## src/rtl/mc_ctrl_pkg.sv

```systemverilog
package mc_ctrl_pkg;

  localparam int OP_W    = 6;
  localparam int STATE_W = 4;

  localparam logic [OP_W-1:0] OP_RTYPE = 6'd0;
  localparam logic [OP_W-1:0] OP_JUMP  = 6'd2;
  localparam logic [OP_W-1:0] OP_BEQ   = 6'd4;
  localparam logic [OP_W-1:0] OP_LOAD  = 6'd35;
  localparam logic [OP_W-1:0] OP_STORE = 6'd43;

  typedef enum logic [STATE_W-1:0] {
    ST_FETCH    = 4'd0,
    ST_DECODE   = 4'd1,
    ST_ADDR     = 4'd2,
    ST_MEMRD    = 4'd3,
    ST_LOADWB   = 4'd4,
    ST_MEMWR    = 4'd5,
    ST_EXEC     = 4'd6,
    ST_ALUWB    = 4'd7,
    ST_BRANCH   = 4'd8,
    ST_JUMP     = 4'd9
  } stepState_t;

  typedef struct packed {
    logic       pcWrite;
    logic       pcWriteCond;
    logic       iorD;
    logic       memRead;
    logic       memWrite;
    logic       irWrite;
    logic       memToReg;
    logic [1:0] pcSource;
    logic [1:0] aluOp;
    logic       aluSrcA;
    logic [1:0] aluSrcB;
    logic       regWrite;
    logic       regDst;
  } ctrlStrobes_t;

endpackage

```

## src/rtl/mc_ctrl_sequencer.sv

```systemverilog
module mc_ctrl_sequencer
  import mc_ctrl_pkg::*;
(
  input  logic            clk,
  input  logic            rst,
  input  logic [OP_W-1:0] opcode,
  output stepState_t      curState
);

  stepState_t nextState;

  always_comb begin
    nextState = ST_FETCH;
    unique case (curState)
      ST_FETCH:  nextState = ST_DECODE;
      ST_DECODE: begin
        if (opcode == OP_LOAD || opcode == OP_STORE) nextState = ST_ADDR;
        else if (opcode == OP_RTYPE)                 nextState = ST_EXEC;
        else if (opcode == OP_BEQ)                   nextState = ST_BRANCH;
        else if (opcode == OP_JUMP)                  nextState = ST_JUMP;
        else                                         nextState = ST_FETCH;
      end
      ST_ADDR:   nextState = (opcode == OP_LOAD) ? ST_MEMRD : ST_MEMWR;
      ST_MEMRD:  nextState = ST_LOADWB;
      ST_EXEC:   nextState = ST_ALUWB;
      default:   nextState = ST_FETCH;
    endcase
  end

  always_ff @(posedge clk) begin
    if (rst) curState <= ST_FETCH;
    else     curState <= nextState;
  end

endmodule

```

## src/rtl/mc_ctrl_decoder.sv

```systemverilog
module mc_ctrl_decoder
  import mc_ctrl_pkg::*;
(
  input  stepState_t   curState,
  output ctrlStrobes_t strobes
);

  always_comb begin
    strobes = '0;
    unique case (curState)
      ST_FETCH: begin
        strobes.memRead  = 1'b1;
        strobes.irWrite  = 1'b1;
        strobes.pcWrite  = 1'b1;
        strobes.aluSrcB  = 2'b01;
      end
      ST_DECODE: begin
        strobes.aluSrcB  = 2'b11;
      end
      ST_ADDR: begin
        strobes.aluSrcA  = 1'b1;
        strobes.aluSrcB  = 2'b10;
      end
      ST_MEMRD: begin
        strobes.memRead  = 1'b1;
        strobes.iorD     = 1'b1;
      end
      ST_LOADWB: begin
        strobes.regWrite = 1'b1;
        strobes.memToReg = 1'b1;
      end
      ST_MEMWR: begin
        strobes.memWrite = 1'b1;
        strobes.iorD     = 1'b1;
      end
      ST_EXEC: begin
        strobes.aluSrcA  = 1'b1;
        strobes.aluOp    = 2'b10;
      end
      ST_ALUWB: begin
        strobes.regWrite = 1'b1;
        strobes.regDst   = 1'b1;
      end
      ST_BRANCH: begin
        strobes.aluSrcA     = 1'b1;
        strobes.aluOp       = 2'b01;
        strobes.pcWriteCond = 1'b1;
        strobes.pcSource    = 2'b01;
      end
      ST_JUMP: begin
        strobes.pcWrite  = 1'b1;
        strobes.pcSource = 2'b10;
      end
      default: strobes = '0;
    endcase
  end

endmodule

```

## src/rtl/multicycle_ctrl.sv

```systemverilog
module multicycle_ctrl
  import mc_ctrl_pkg::*;
(
  input  logic               clk,
  input  logic               rst,
  input  logic [OP_W-1:0]    opcode,
  output logic [STATE_W-1:0] ctrlState,
  output logic               pcWrite,
  output logic               pcWriteCond,
  output logic               iorD,
  output logic               memRead,
  output logic               memWrite,
  output logic               irWrite,
  output logic               memToReg,
  output logic [1:0]         pcSource,
  output logic [1:0]         aluOp,
  output logic               aluSrcA,
  output logic [1:0]         aluSrcB,
  output logic               regWrite,
  output logic               regDst
);

  stepState_t   curState;
  ctrlStrobes_t strobes;

  mc_ctrl_sequencer u_seq (
    .clk      (clk),
    .rst      (rst),
    .opcode   (opcode),
    .curState (curState)
  );

  mc_ctrl_decoder u_dec (
    .curState (curState),
    .strobes  (strobes)
  );

  assign ctrlState   = curState;
  assign pcWrite     = strobes.pcWrite;
  assign pcWriteCond = strobes.pcWriteCond;
  assign iorD        = strobes.iorD;
  assign memRead     = strobes.memRead;
  assign memWrite    = strobes.memWrite;
  assign irWrite     = strobes.irWrite;
  assign memToReg    = strobes.memToReg;
  assign pcSource    = strobes.pcSource;
  assign aluOp       = strobes.aluOp;
  assign aluSrcA     = strobes.aluSrcA;
  assign aluSrcB     = strobes.aluSrcB;
  assign regWrite    = strobes.regWrite;
  assign regDst      = strobes.regDst;

endmodule

```

## config.mk

```make
export PLATFORM = sky130hd
export DESIGN_NAME = multicycle_ctrl
export DESIGN_NICKNAME = d
export VERILOG_FILES = /design/src/rtl/mc_ctrl_pkg.sv /design/src/rtl/mc_ctrl_sequencer.sv /design/src/rtl/mc_ctrl_decoder.sv /design/src/rtl/multicycle_ctrl.sv
export SDC_FILE = /design/constraint.sdc
export NUM_CORES = 1
export LEC_CHECK = 0
export CAP_MARGIN = 15
export CORE_AREA = 2 2 40 42
export DETAILED_ROUTE_END_ITERATION = 8
export DIE_AREA = 0 0 42 44
export PLACE_DENSITY = 0.71
export SLEW_MARGIN = 20
export SYNTH_ARGS = -nofsm -noshare
export SYNTH_HDL_FRONTEND = slang
export SYNTH_SLANG_ARGS = --single-unit
```

## constraint.sdc

```tcl
create_clock -name clk -period 1.1 [get_ports clk]
set_input_delay 0.22 -clock clk [delete_from_list [all_inputs] [get_ports clk]]
set_output_delay 0.22 -clock clk [all_outputs]
set_load 0.01 [all_outputs]
```

Word level (Yosys, flattened, before mapping)
Index checks and enable logic that the tools add are counted.
- register bits: 4
- input bits: 8
- output and inout port bits: 20
- logic and storage cells: 41
- equal/unequal tests: 13
- multiplexer cells: 19
- reduce and logical (&&, ||, !) cells: 8
- operator list (kind ; count):
    case mux 4 bit (5 select lines) ; 1
    equality test 4 x 3 -> 1 bit, second input constant ; 4
    two-way mux 4 bit ; 4
    equality test 6 bit, second input constant ; 2
    two-way mux 1 bit ; 10
    equality test 4 x 2 -> 1 bit, second input constant ; 2
    equality test 4 bit, second input constant ; 2
    case mux 2 bit (2 select lines) ; 2
    OR reduction 2 bit ; 4
    equality test 6 x 2 -> 1 bit, second input constant ; 1
    equality test 6 x 3 -> 1 bit, second input constant ; 1
    logical NOT 6 bit ; 1
    case mux 2 bit (3 select lines) ; 1
    equality test 4 x 1 -> 1 bit, second input constant ; 1
    logical NOT 4 bit ; 1
    two-way mux 3 bit ; 1
    OR reduction 3 bit ; 1
    logical OR 1 bit ; 1

Depth between registers and ports, before layout
Gate-level depths: netlist of the first run.
- depth after elaboration: 6
- mapped depth: 5

Modules after synthesis
A second synthesis of the first run with hierarchy kept.
- cells, all modules: 54
- area total of the unflattened synthesis: 445.4 um^2
- by module, submodules not included (module ; times used ; cells an instance ; area each (um^2) ; sequential area each (um^2)):
    mc_ctrl_sequencer ; 1 ; 28 ; 237.7 ; 80.1
    mc_ctrl_decoder ; 1 ; 26 ; 207.7 ; 0.0

Worst setup path after synthesis of the first run
OpenSTA, ideal clock, no wires.
- path kind: reg2out
- start point: register u_seq.curState[2]
- end point: output port aluSrcA
- arrival time: 1193 ps
- data required time: 880 ps
- setup slack: -313 ps
- cell stages (with the launch flop): 5
- path buffers: 1
- path through: dfxtp_1 -> buf_6 -> nand2b_1 -> nor3_1 -> or2_1
- cells in the longest elaborated chain, start to end: 3
- elaborated cells between the ends (all ways): 5
- those cells by class: 3 x eq/ne; 1 x mux; 1 x reduce/logical
- RTL lines (item ; RTL line ; text):
    start, declared ; mc_ctrl_sequencer.sv:7 ; output stepState_t curState
    start signal, assigned ; mc_ctrl_sequencer.sv:32 ; else curState <= nextState;
    equality test 4 x 3 -> 1 bit (tied with other cells) ; mc_ctrl_decoder.sv:10 ; unique case (curState)
    OR reduction 3 bit (no line) * ; - ;
    two-way mux 1 bit * ; mc_ctrl_decoder.sv:10 ;
    end, declared ; multicycle_ctrl.sv:17 ; output logic aluSrcA,
Every way passes the cells marked *; elsewhere a longest branch is shown, timed or not.

Worst setup path in the final report of the first run
- start point: register u_seq.curState[2]
- end point: output port regWrite
- cells in the longest elaborated chain, start to end: 3
- elaborated cells between the ends (all ways): 4
- those cells by class: 2 x eq/ne; 1 x mux; 1 x reduce/logical
- RTL lines (item ; RTL line ; text):
    equality test 4 x 3 -> 1 bit ; mc_ctrl_decoder.sv:10 ;
    OR reduction 2 bit (no line) * ; - ;
    two-way mux 1 bit * ; mc_ctrl_decoder.sv:10 ;
    end, declared ; multicycle_ctrl.sv:19 ; output logic regWrite,
Marked as above.

==> results of run 1 <==
per-stage QoR:
step | hold WS, ps | power [W]
2_1_floorplan | 288 | 0.000227
3_3_place_gp | 734 | 0.000337
3_5_place_dp | 749 | 0.000340
4_1_cts | 518 | 0.000537
5_1_grt | 481 | 0.000566
6_report | 449 | 0.000536
cell families (layout without fill, tap and decap cells):
kind of cell | count (synthesis) | in the layout | synth area share, %
DFF | 4 | 4 | 19.6
AOI/OAI and AO/OA | 8 | 8 | 12.0
buffers and inverters | 4 | 56 | 7.06
and+or+nand+nor | 37 | 37 | 54.9
xor gates and xnor gates | 3 | 3 | 6.44
worst reg2reg max path, cell delays in order (launching register included):
cell                      delay, ps
sky130_fd_sc_hd__dfxtp_4        360
sky130_fd_sc_hd__or2_4          270
sky130_fd_sc_hd__buf_4          150
sky130_fd_sc_hd__buf_6          120
sky130_fd_sc_hd__nor4_4         170
sky130_fd_sc_hd__o21ai_1        140
sky130_fd_sc_hd__a21oi_1        140
timing repair:
| action | 4_1_cts | 5_1_grt |
|---|---|---|
| pin swaps | 13 | 7 |
| buffers inserted | 4 | 2 |
| gates resized for setup | 113 | 13 |
| cloned | 0 | 0 |
| setup endpoints to repair | 24 | 24 |
where the power goes:
part           total [W]  internal, W  switching (W)
clock           0.000180     0.000122      0.0000580
sequential      0.000153     0.000143      0.0000106
combinational   0.000203     0.000114      0.0000892
final timing paths:
kind                                          end  slack (ps)  cells after the start               from
worst max-delay path                     regWrite        -340                      4  u_seq.curState[2]
worst min-delay path            u_seq.curState[3]         450                      4          opcode[3]
worst max register to register  u_seq.curState[1]        -330                      6  u_seq.curState[2]
worst min register to register  u_seq.curState[3]         710                      3  u_seq.curState[0]
area by class of cell:
cell class / instances / area, um^2 / share of cell area (%)
timing repair buffer: 53 / 458 / 44.4
tap: 16 / 20.0 / 1.94
sequential: 4 / 95.1 / 9.22
clock buffer: 3 / 22.5 / 2.18
multi-input combinational: 48 / 435 / 42.2
placed cells by master (no fill, tap or decap), types with 2 or more instances in the layout:
cell                              instances
sky130_fd_sc_hd__buf_6                   19
sky130_fd_sc_hd__buf_4                   13
sky130_fd_sc_hd__buf_2                   12
sky130_fd_sc_hd__nor2_1                   6
sky130_fd_sc_hd__nor3_4                   4
sky130_fd_sc_hd__clkdlybuf4s50_1          4
sky130_fd_sc_hd__dfxtp_4                  4
sky130_fd_sc_hd__nand2_1                  3
sky130_fd_sc_hd__nand2b_4                 3
sky130_fd_sc_hd__nor2_4                   3
sky130_fd_sc_hd__or2_1                    3
sky130_fd_sc_hd__clkbuf_4                 3
sky130_fd_sc_hd__xnor2_1                  2
sky130_fd_sc_hd__nor4_4                   2
sky130_fd_sc_hd__a21oi_1                  2
sky130_fd_sc_hd__dlygate4sd2_1            2
per-layer routing:
metal	share of wire, %	track usage, %	vias to the layer above
met3	6.3	4.17	4
met5	0	0	-
met2	57	33.4	23
met1	35	18.1	277
met4	1.5	5.81	0
li1	-	-	297
==> metrics.md, run 1 <==
| Metric | Value |
|---|---|
| Post-route clock skew | `2.63 ps` |
| Top post-synthesis cells by count | `sky130_fd_sc_hd__nor2_1 (10), sky130_fd_sc_hd__nor3_1 (5), sky130_fd_sc_hd__dfxtp_1 (4), sky130_fd_sc_hd__nand2b_1 (4)` |
| Unrepaired setup endpoints after global routing | `yes` |
| Row count | `14` |
| Worst path cell trace | `nor2b_4, and3_4, or2_1, buf_2` |
| TritonCTS clock tree | `built` |
| Max-capacitance violation count | `0` |
| Total count of hold-check failures in the final report | `0` |
| Outcome | `complete, but fails checks` |
| Path type of the worst setup path | `reg -> out` |
| Violated checks | `negative setup slack` |
| Cell count after placement | `116` |
| CP arrival | `1220 ps` |
| Core area | `0.00142 mm^2` |
| Slowest stage delay, CP | `360 ps` |
| Biggest fanout along the worst timing path | `7` |
| Leftover overflow at the end of global routing | `0` |
| Fraction of the yosys area taken by sequential cells | `19.6%` |
| Number of distinct library cells after synthesis | `25` |
| Finished Layout Cells | `124` |
| CP Buf/Inv Count | `1` |
| Area delta synth->final | `153%` |
| Fraction of layout instances using a drive strength above 1 | `68.5%` |
| Number of iterations in the first detailed-routing pass | `4` |
| Top reg by flops | `u_seq.curState` |
| Proportion of synthesized flip-flops having asynchronous set or reset | `0%` |
| Crit path required time | `880 ps` |
| Hold buffers post-CTS | `0` |
| Synthesized netlist net count | `64` |
| Clock latency of the later-clocked register in the worst-skew pair | `230 ps` |
| Maximum clock path buffer count | `2` |
| Largest area contributor in the synthesized netlist | `sky130_fd_sc_hd__dfxtp_1` |
| Global routing usage summed across all routing layers | `17.2%` |
| Setup Slack @ Placement | `-515 ps` |
| Number of warnings issued by yosys | `0` |
| Routed wire length | `1.57 mm` |
| Largest net degree at the start of global routing | `9` |
| H-tree level count | `1` |
| Die X-Extent | `42 um` |
| Root Buffer Master | `sky130_fd_sc_hd__clkbuf_4` |
| Worst VDD drop | `636 uV` |
| Per-cell routed wire length | `12.7 um` |
| Final setup viols | `21` |
| Number of buffers added by the clock tree synthesis step | `3` |
| Clock slew seen by the registers of the worst setup and hold paths | `40 ps` |
| Max reg flops | `4` |
| Antenna Violating Nets Remaining | `0` |
| Seq cells post-synth | `4` |
| Net count of the finished layout | `118` |
| Full die area | `0.00185 mm^2` |
| Number of antenna violations at the first check in global routing | `0` |
| Critical Path Source Type | `register` |
| Smallest setup slack after layout | `-337 ps` |
| Filler cell count in the final layout | `109` |
| Dpl cell area | `870 um^2` |
| Wire length of the first global-routing pass | `2.42 mm` |
| Leak | `0.448 nW` |
| Per-cell via count in the routed design | `4.85` |
| Routed vias | `601` |
| Via count of the first global-routing pass | `570` |
| Aggregate negative setup slack | `-4880 ps` |
| Min-Delay Path Class | `in -> reg` |
| Initial cell density of the core | `28.7%` |
| Proportion of netlist area held by the largest area contributor | `19.6%` |
| Core utilization of the finished layout | `72.7%` |
| Post-synth EDFFs | `0` |
| Slowest cell on the critical path | `sky130_fd_sc_hd__dfxtp_4` |
| Top flip-flop cell by instance count after synthesis | `sky130_fd_sc_hd__dfxtp_1` |
| Ratio of final minimum period to clock period | `131%` |
| Min Tclk post-route | `1440 ps` |
| Port Buf Inserts | `27` |
| Cells after Synth | `56` |
| Rel. slew slack | `74.8%` |
| Most numerous cell in the Yosys netlist | `sky130_fd_sc_hd__nor2_1` |
| Number of placed I/O pins | `28` |
| Family with the most delay on the worst path | `simple AND/OR/NAND/NOR gates` |
| Tightest Pin Transition | `375 ps` |
| Die height | `44 um` |
| Max Fclk | `696 MHz` |
| Summed area of non-filler cells in the final layout | `0.00103 mm^2` |
| Final Slew Violations | `0` |
| Num Clock Sinks | `4` |
| Synthesized area per cell | `7.28 um^2` |
| Post-Synthesis Cell Area | `408 um^2` |
| Areal power density over the cells | `520 mW/mm^2` |
| Synth top area cells | `sky130_fd_sc_hd__dfxtp_1 (20%), sky130_fd_sc_hd__nor2_1 (9.2%), sky130_fd_sc_hd__xnor2_1 (6.4%)` |
| RePlAce Congestion | `0.759` |
| Drt first-iter violations | `1` |
| Ant. Diodes | `0` |
| Element type at the critical path end | `output port` |
| DRC viols | `0` |
| Largest registers | `u_seq.curState x4` |
| Sum of net half-perimeters after detailed placement | `1.08 mm` |
Note: power is estimated with default switching activity, not from simulation.
==> inputs of run 2 (changes only) <==
--- a/config.mk
+++ b/config.mk
@@ -6,11 +6,12 @@
 export NUM_CORES = 1
 export LEC_CHECK = 0
 export CAP_MARGIN = 15
-export CORE_AREA = 2 2 40 42
+export CORE_AREA = 2 2 41 43
 export DETAILED_ROUTE_END_ITERATION = 8
-export DIE_AREA = 0 0 42 44
+export DIE_AREA = 0 0 43 45
 export PLACE_DENSITY = 0.71
 export SLEW_MARGIN = 20
 export SYNTH_ARGS = -nofsm -noshare
 export SYNTH_HDL_FRONTEND = slang
+export SYNTH_HIERARCHICAL = 1
 export SYNTH_SLANG_ARGS = --single-unit
==> run 2 against run 1 <==
Net effect: the run still ends with negative setup slack left; final area rose by 7.6%; maximum frequency increased by 0.78%; worst hold slack worse by 87 ps; non-clock buffer count rose by 7; clock power increased by 9%; sequential power about the same; via count grew 3.2%; synthesized cell count down 3.6%; cell count up 3.2%; critical path type unchanged; largest power group unchanged; highest routed layer unchanged.
==> metrics.md, run 2 <==
| Metric | Value |
|---|---|
| Leak | `0.531 nW` |
| Ant. Diodes | `0` |
| Seq cells post-synth | `4` |
| Num Clock Sinks | `4` |
| Filler cell count in the final layout | `112` |
| Via count of the first global-routing pass | `679` |
| Ratio of final minimum period to clock period | `130%` |
| Routed vias | `620` |
| Synthesized area per cell | `8.25 um^2` |
| Top post-synthesis cells by count | `sky130_fd_sc_hd__nor3_1 (7), sky130_fd_sc_hd__dfxtp_1 (4), sky130_fd_sc_hd__nor2_1 (4)` |
| Crit path required time | `880 ps` |
| Clock latency of the later-clocked register in the worst-skew pair | `230 ps` |
| Number of placed I/O pins | `28` |
| Post-synth EDFFs | `0` |
| Most numerous cell in the Yosys netlist | `sky130_fd_sc_hd__nor3_1` |
| Maximum clock path buffer count | `2` |
| TritonCTS clock tree | `built` |
| Most common cell after layout, fill and taps aside | `sky130_fd_sc_hd__buf_6` |
| Max reg flops | `4` |
| DRC viols | `0` |
| Simple-gate area share of the yosys netlist | `45.8%` |
| Routed wire length | `1.76 mm` |
| Unrepaired setup endpoints after global routing | `yes` |
| Post-route clock skew | `1.68 ps` |
| Total count of hold-check failures in the final report | `0` |
| Final Slew Violations | `0` |
| Number of warnings issued by yosys | `6` |
| Violated checks | `negative setup slack` |
| Number of antenna violations at the first check in global routing | `0` |
| Setup Slack @ Placement | `-507 ps` |
| Outcome | `complete, but fails checks` |
| Areal power density over the cells | `506 mW/mm^2` |
| Die height | `45 um` |
| Proportion of netlist area held by the largest area contributor | `18.0%` |
| Drt first-iter violations | `4` |
| Rel. slew slack | `82.8%` |
| Fraction of layout instances using a drive strength above 1 | `79.5%` |
| Final setup viols | `23` |
| Initial cell density of the core | `30.3%` |
| Top flip-flop cell by instance count after synthesis | `sky130_fd_sc_hd__dfxtp_1` |
| CP arrival | `1210 ps` |
| Top reg by flops | `u_seq/curState` |
| Tightest hold margin | `362 ps` |
| Core area | `0.00147 mm^2` |
| Min Tclk post-route | `1430 ps` |
| Worst VDD drop | `544 uV` |
| Critical Path Source Type | `register` |
| Element type at the critical path end | `output port` |
| Tightest Pin Transition | `257 ps` |
| Number of distinct library cells after synthesis | `31` |
| Row count | `14` |
| Slowest stage delay, CP | `380 ps` |
| Worst path cell trace | `buf_6, nor3b_1, or2_1, buf_2` |
| H-tree level count | `1` |
| Full die area | `0.00194 mm^2` |
| Hold buffers post-CTS | `0` |
| Proportion of synthesized flip-flops having asynchronous set or reset | `0%` |
| RePlAce Congestion | `0.774` |
| Net count of the finished layout | `121` |
| Biggest fanout along the worst timing path | `7` |
| Largest registers | `u_seq/curState x4` |
| Die X-Extent | `43 um` |
| Largest area contributor in the synthesized netlist | `sky130_fd_sc_hd__dfxtp_1` |
| Synth top area cells | `sky130_fd_sc_hd__dfxtp_1 (18%), sky130_fd_sc_hd__nor3_1 (7.9%), sky130_fd_sc_hd__nor3b_2 (5.6%)` |
| Fraction of the yosys area taken by sequential cells | `18.0%` |
| Dominant combinational cell family by area after synthesis | `simple AND/OR/NAND/NOR gates` |
| Smallest setup slack after layout | `-326 ps` |
| Compound-Gate Fraction of Synth Area | `14.6%` |
| Leftover overflow at the end of global routing | `0` |
| Sum of net half-perimeters after detailed placement | `995 um` |
| Root Buffer Master | `sky130_fd_sc_hd__clkbuf_4` |
| Share of cell area taken by muxes after synthesis | `0%` |
| Per-cell via count in the routed design | `4.84` |
| Area delta synth->final | `149%` |
| Port Buf Inserts | `27` |
| Slowest cell on the critical path | `sky130_fd_sc_hd__dfxtp_4` |
| Area share of xor/xnor cells in the synthesized design | `9.55%` |
| Path type of the worst setup path | `reg -> out` |
| Largest net degree at the start of global routing | `9` |
| Per-cell routed wire length | `13.8 um` |
| Antenna Violating Nets Remaining | `0` |
| Max Fclk | `701 MHz` |
| Min-Delay Path Class | `in -> reg` |
| Number of buffers added by the clock tree synthesis step | `3` |
| Number of iterations in the first detailed-routing pass | `2` |
| Max-capacitance violation count | `0` |
| Synthesized netlist net count | `62` |
| Post-Synthesis Cell Area | `445 um^2` |
| Global routing usage summed across all routing layers | `19.0%` |
| Commonest cells after routing, fill and taps aside | `sky130_fd_sc_hd__buf_6 (22), sky130_fd_sc_hd__buf_2 (16), sky130_fd_sc_hd__buf_4 (15)` |
| Adder-cell area share of the yosys netlist | `0%` |
| Clock slew seen by the registers of the worst setup and hold paths | `40 ps` |
| Aggregate negative setup slack | `-5120 ps` |
| Cells after Synth | `54` |
| Wire length of the first global-routing pass | `2.75 mm` |
[run 2: cell count changes after synthesis, sizes merged, moves of 2 or more]
cell	before	now
nor2	10	4
nor3b	1	5
nand2b	4	1
or2	4	1
or3	0	3
a21oi	3	1
and3	2	0
buf	4	6
nand3	0	2
xor2	0	2
[run 2: cells by family after synthesis]
family	Yosys count
buffers and inverters	7
DFF	4
xor gates and xnor gates	4
and+or+nand+nor	31
AOI/OAI and AO/OA	8
[run 2: through the flow]
step                area [um^2]  utilization [%]  instances  power, W
finish                     1110             75.4        128  0.000562
global route               1110             75.4        128  0.000600
CTS                         997             67.8        124  0.000536
detailed placement          856             58.2        109  0.000320
global placement            856             58.2        109  0.000318
floorplan                   483                -         54  0.000222
[run 2: per-layer routing]
metal | up-vias | routed length (um) | track usage (%) | share of wire (%)
met5 | - | 0 | 0 | 0
met4 | 0 | 46 | 8.48 | 2.6
met3 | 4 | 116 | 4.80 | 6.6
met2 | 27 | 989 | 39.1 | 56
met1 | 279 | 611 | 17.3 | 35
li1 | 310 | - | - | -
[run 2: where the power goes]
| part | leakage, nW | switching, W | internal (W) | total [W] |
|---|---|---|---|---|
| sequential | 0.0355 | 0.0000105 | 0.000142 | 0.000153 |
| combinational | 0.480 | 0.0000869 | 0.000126 | 0.000213 |
| clock | 0.0150 | 0.0000600 | 0.000136 | 0.000196 |
| total | 0.531 | 0.000157 | 0.000404 | 0.000562 |
[run 2: path summary, 6_finish.rpt]
kind	start	to	slack, ps	cells past startpoint
max reg2reg	u_seq/curState[1]	u_seq/curState[2]	-320	5
min reg2reg	u_seq/curState[2]	u_seq/curState[2]	760	3
max	u_seq/curState[1]	aluSrcA	-330	4
min	opcode[0]	u_seq/curState[3]	360	3
[run 2: cell type report]
class	count	area, um^2	share of cell area (%)
sequential	4	95.1	8.57
timing repair buffer	60	520	46.9
multi-input combinational	43	444	40.0
inverter	1	3.75	0.338
tap	16	20.0	1.80
clock buffer	4	26.3	2.37
[run 2: what timing repair did]
action	CTS	global route
buffers inserted	11	5
pin swaps	1	12
gates resized for setup	95	41
gates cloned	0	0
setup endpoints to repair	24	24
[run 2: critical path, delay by kind of cell (launching register included)]
family                 cells  cell delay (ps)
buffers and inverters      2              270
DFF                        1              380
and+or+nand+nor            2              320
==> inputs of run 3 (changes only) <==
--- a/config.mk
+++ b/config.mk
@@ -5,11 +5,13 @@
 export SDC_FILE = /design/constraint.sdc
 export NUM_CORES = 1
 export LEC_CHECK = 0
+export ABC_CLOCK_PERIOD_IN_PS = 1100
 export CAP_MARGIN = 15
 export CORE_AREA = 2 2 41 43
+export CTS_CLUSTER_SIZE = 16
 export DETAILED_ROUTE_END_ITERATION = 8
 export DIE_AREA = 0 0 43 45
-export PLACE_DENSITY = 0.71
+export PLACE_DENSITY_LB_ADDON = 0.08
 export SLEW_MARGIN = 20
 export SYNTH_ARGS = -nofsm -noshare
 export SYNTH_HDL_FRONTEND = slang
==> run 3 against run 2 <==
Net effect: the flow still finishes with violations (negative setup slack); clock skew about the same; non-clock buffer count down 3; cell count down 2.3%; maximum frequency down 0.72%; clock power up 2%; critical path depth up 1; largest cell class unchanged.
==> metrics.md, run 3 (same netlist as run 2, synthesis figures left out) <==
| Metric | Value |
|---|---|
| CP arrival | `1580 ps` |
| Largest net degree at the start of global routing | `7` |
| Port Buf Inserts | `27` |
| Largest registers | `u_seq/curState x4` |
| Worst reg-to-reg setup slack | `-340 ps` |
| Violated checks | `negative setup slack` |
| Root Buffer Master | `sky130_fd_sc_hd__clkbuf_4` |
| H-tree level count | `1` |
| TritonCTS clock tree | `built` |
| Clock latency of the later-clocked register in the worst-skew pair | `240 ps` |
| Biggest fanout along the worst timing path | `6` |
| Final setup viols | `22` |
| Fraction of layout instances using a drive strength above 1 | `78.0%` |
| Number of buffers added by the clock tree synthesis step | `3` |
| Full die area | `0.00194 mm^2` |
| Path type of the worst setup path | `reg -> reg` |
| Element type at the critical path end | `register` |
| Worst path cell trace | `buf_6, nor2b_4, o21ai_2, or3_4, o31ai_2` |
| Crit path required time | `1240 ps` |
| Number of iterations in the first detailed-routing pass | `2` |
| Beginning of the worst register-to-register path | `u_seq/curState[1]` |
| Worst VDD drop | `750 uV` |
| Max-capacitance violation count | `0` |
| Wire length of the first global-routing pass | `2.37 mm` |
| Num Clock Sinks | `4` |
| Area delta synth->final | `144%` |
| Areal power density over the cells | `510 mW/mm^2` |
| Per-cell via count in the routed design | `4.87` |
| Post-route clock skew | `1.85 ps` |
| Aggregate negative setup slack | `-4870 ps` |
| Drt first-iter violations | `5` |
| Tightest hold margin | `377 ps` |
| R2R depth | `5` |
| DRC viols | `0` |
| Via count of the first global-routing pass | `563` |
| Outcome | `complete, but fails checks` |
| Worst setup path startpoint | `u_seq/curState[1]` |
| Worst setup path endpoint | `u_seq/curState[2]` |
| Rel. slew slack | `82.4%` |
| Final Slew Violations | `0` |
| Routed vias | `609` |
| Max reg flops | `4` |
| Initial cell density of the core | `30.3%` |
| Core area | `0.00147 mm^2` |
| Leftover overflow at the end of global routing | `0` |
| Leak | `0.487 nW` |
| Net count of the finished layout | `118` |
| Antenna Violating Nets Remaining | `0` |
| Global routing usage summed across all routing layers | `16.2%` |
| Min-Delay Path Class | `in -> reg` |
| Maximum clock path buffer count | `2` |
| Min Tclk post-route | `1440 ps` |
| Number of placed I/O pins | `28` |
| Commonest cells after routing, fill and taps aside | `sky130_fd_sc_hd__buf_6 (20), sky130_fd_sc_hd__buf_2 (18), sky130_fd_sc_hd__buf_4 (12)` |
| Critical register-to-register path endpoint | `u_seq/curState[2]` |
| Slowest stage delay, CP | `410 ps` |
| Ant. Diodes | `0` |
| Post-route total power | `0.000554 W` |
| Number of antenna violations at the first check in global routing | `0` |
| Routed wire length | `1.55 mm` |
| Row count | `14` |
| Critical Path Source Type | `register` |
| Max Fclk | `696 MHz` |
| Ratio of final minimum period to clock period | `131%` |
| Smallest setup slack after layout | `-337 ps` |
| Die X-Extent | `43 um` |
| Per-cell routed wire length | `12.4 um` |
| Setup Slack @ Placement | `-525 ps` |
| Clock slew seen by the registers of the worst setup and hold paths | `40 ps` |
| Most common cell after layout, fill and taps aside | `sky130_fd_sc_hd__buf_6` |
| Unrepaired setup endpoints after global routing | `yes` |
| Filler cell count in the final layout | `113` |
| Sum of net half-perimeters after detailed placement | `1.01 mm` |
| Total count of hold-check failures in the final report | `0` |
| Slowest cell on the critical path | `sky130_fd_sc_hd__dfxtp_4` |
| Tightest Pin Transition | `262 ps` |
| RePlAce Congestion | `0.796` |
| Top reg by flops | `u_seq/curState` |
| Die height | `45 um` |
## run 3: layout make-up
cell class	instances	area, um^2	share of cell area (%)
clock buffer	4	26.3	2.42
timing repair buffer	57	477	43.9
sequential	4	95.1	8.76
inverter	1	3.75	0.346
tap	16	20.0	1.84
multi-input combinational	43	464	42.7
## run 3: worst min path at each step
| stage | startpoint | slack [ps] | cells after the start | end |
|---|---|---|---|---|
| floorplan | opcode[1] | 320 | 1 | u_seq/curState[2] |
| global placement | u_seq/curState[1] | 820 | 4 | u_seq/curState[1] |
| detailed placement | u_seq/curState[1] | 830 | 4 | u_seq/curState[1] |
| CTS | opcode[1] | 450 | 3 | u_seq/curState[2] |
| global route | opcode[5] | 380 | 3 | u_seq/curState[3] |
| finish | opcode[5] | 380 | 3 | u_seq/curState[3] |
## run 3: critical path: cells and delay by family (launching register included)
kind | cells | cell delay [ps]
buf+inv | 1 | 140
flops | 1 | 410
compound gates | 2 | 260
simple gates | 2 | 530
## run 3: where the power goes
| part | switching (W) | internal, W | total, W |
|---|---|---|---|
| registers | 0.0000113 | 0.000142 | 0.000154 |
| clock network | 0.0000639 | 0.000136 | 0.000200 |
| logic | 0.0000848 | 0.000115 | 0.000200 |
| total | 0.000160 | 0.000394 | 0.000554 |
## run 3: stage by stage
stage	std cells	area [um^2]	util [%]
finish	125	1090	73.8
global route	125	1090	73.8
CTS	124	981	66.7
detailed placement	109	856	58.2
global placement	109	856	58.2
floorplan	54	483	-
## run 3: routing by layer
| layer | vias to the layer above | GRT usage, % | share of wire, % |
|---|---|---|---|
| met1 | 287 | 17.6 | 39 |
| met5 | - | 0 | 0 |
| met4 | 0 | 5.45 | 0 |
| met3 | 0 | 3.60 | 4.0 |
| li1 | 307 | - | - |
| met2 | 15 | 31.2 | 57 |
## run 3: what timing repair did
item,CTS,global route
buffers inserted,11,2
gates cloned,0,0
hold endpoints to repair,0,0
setup endpoints to repair,24,23
pin swaps,12,11
gates resized for setup,105,26
hold buffers,0,0
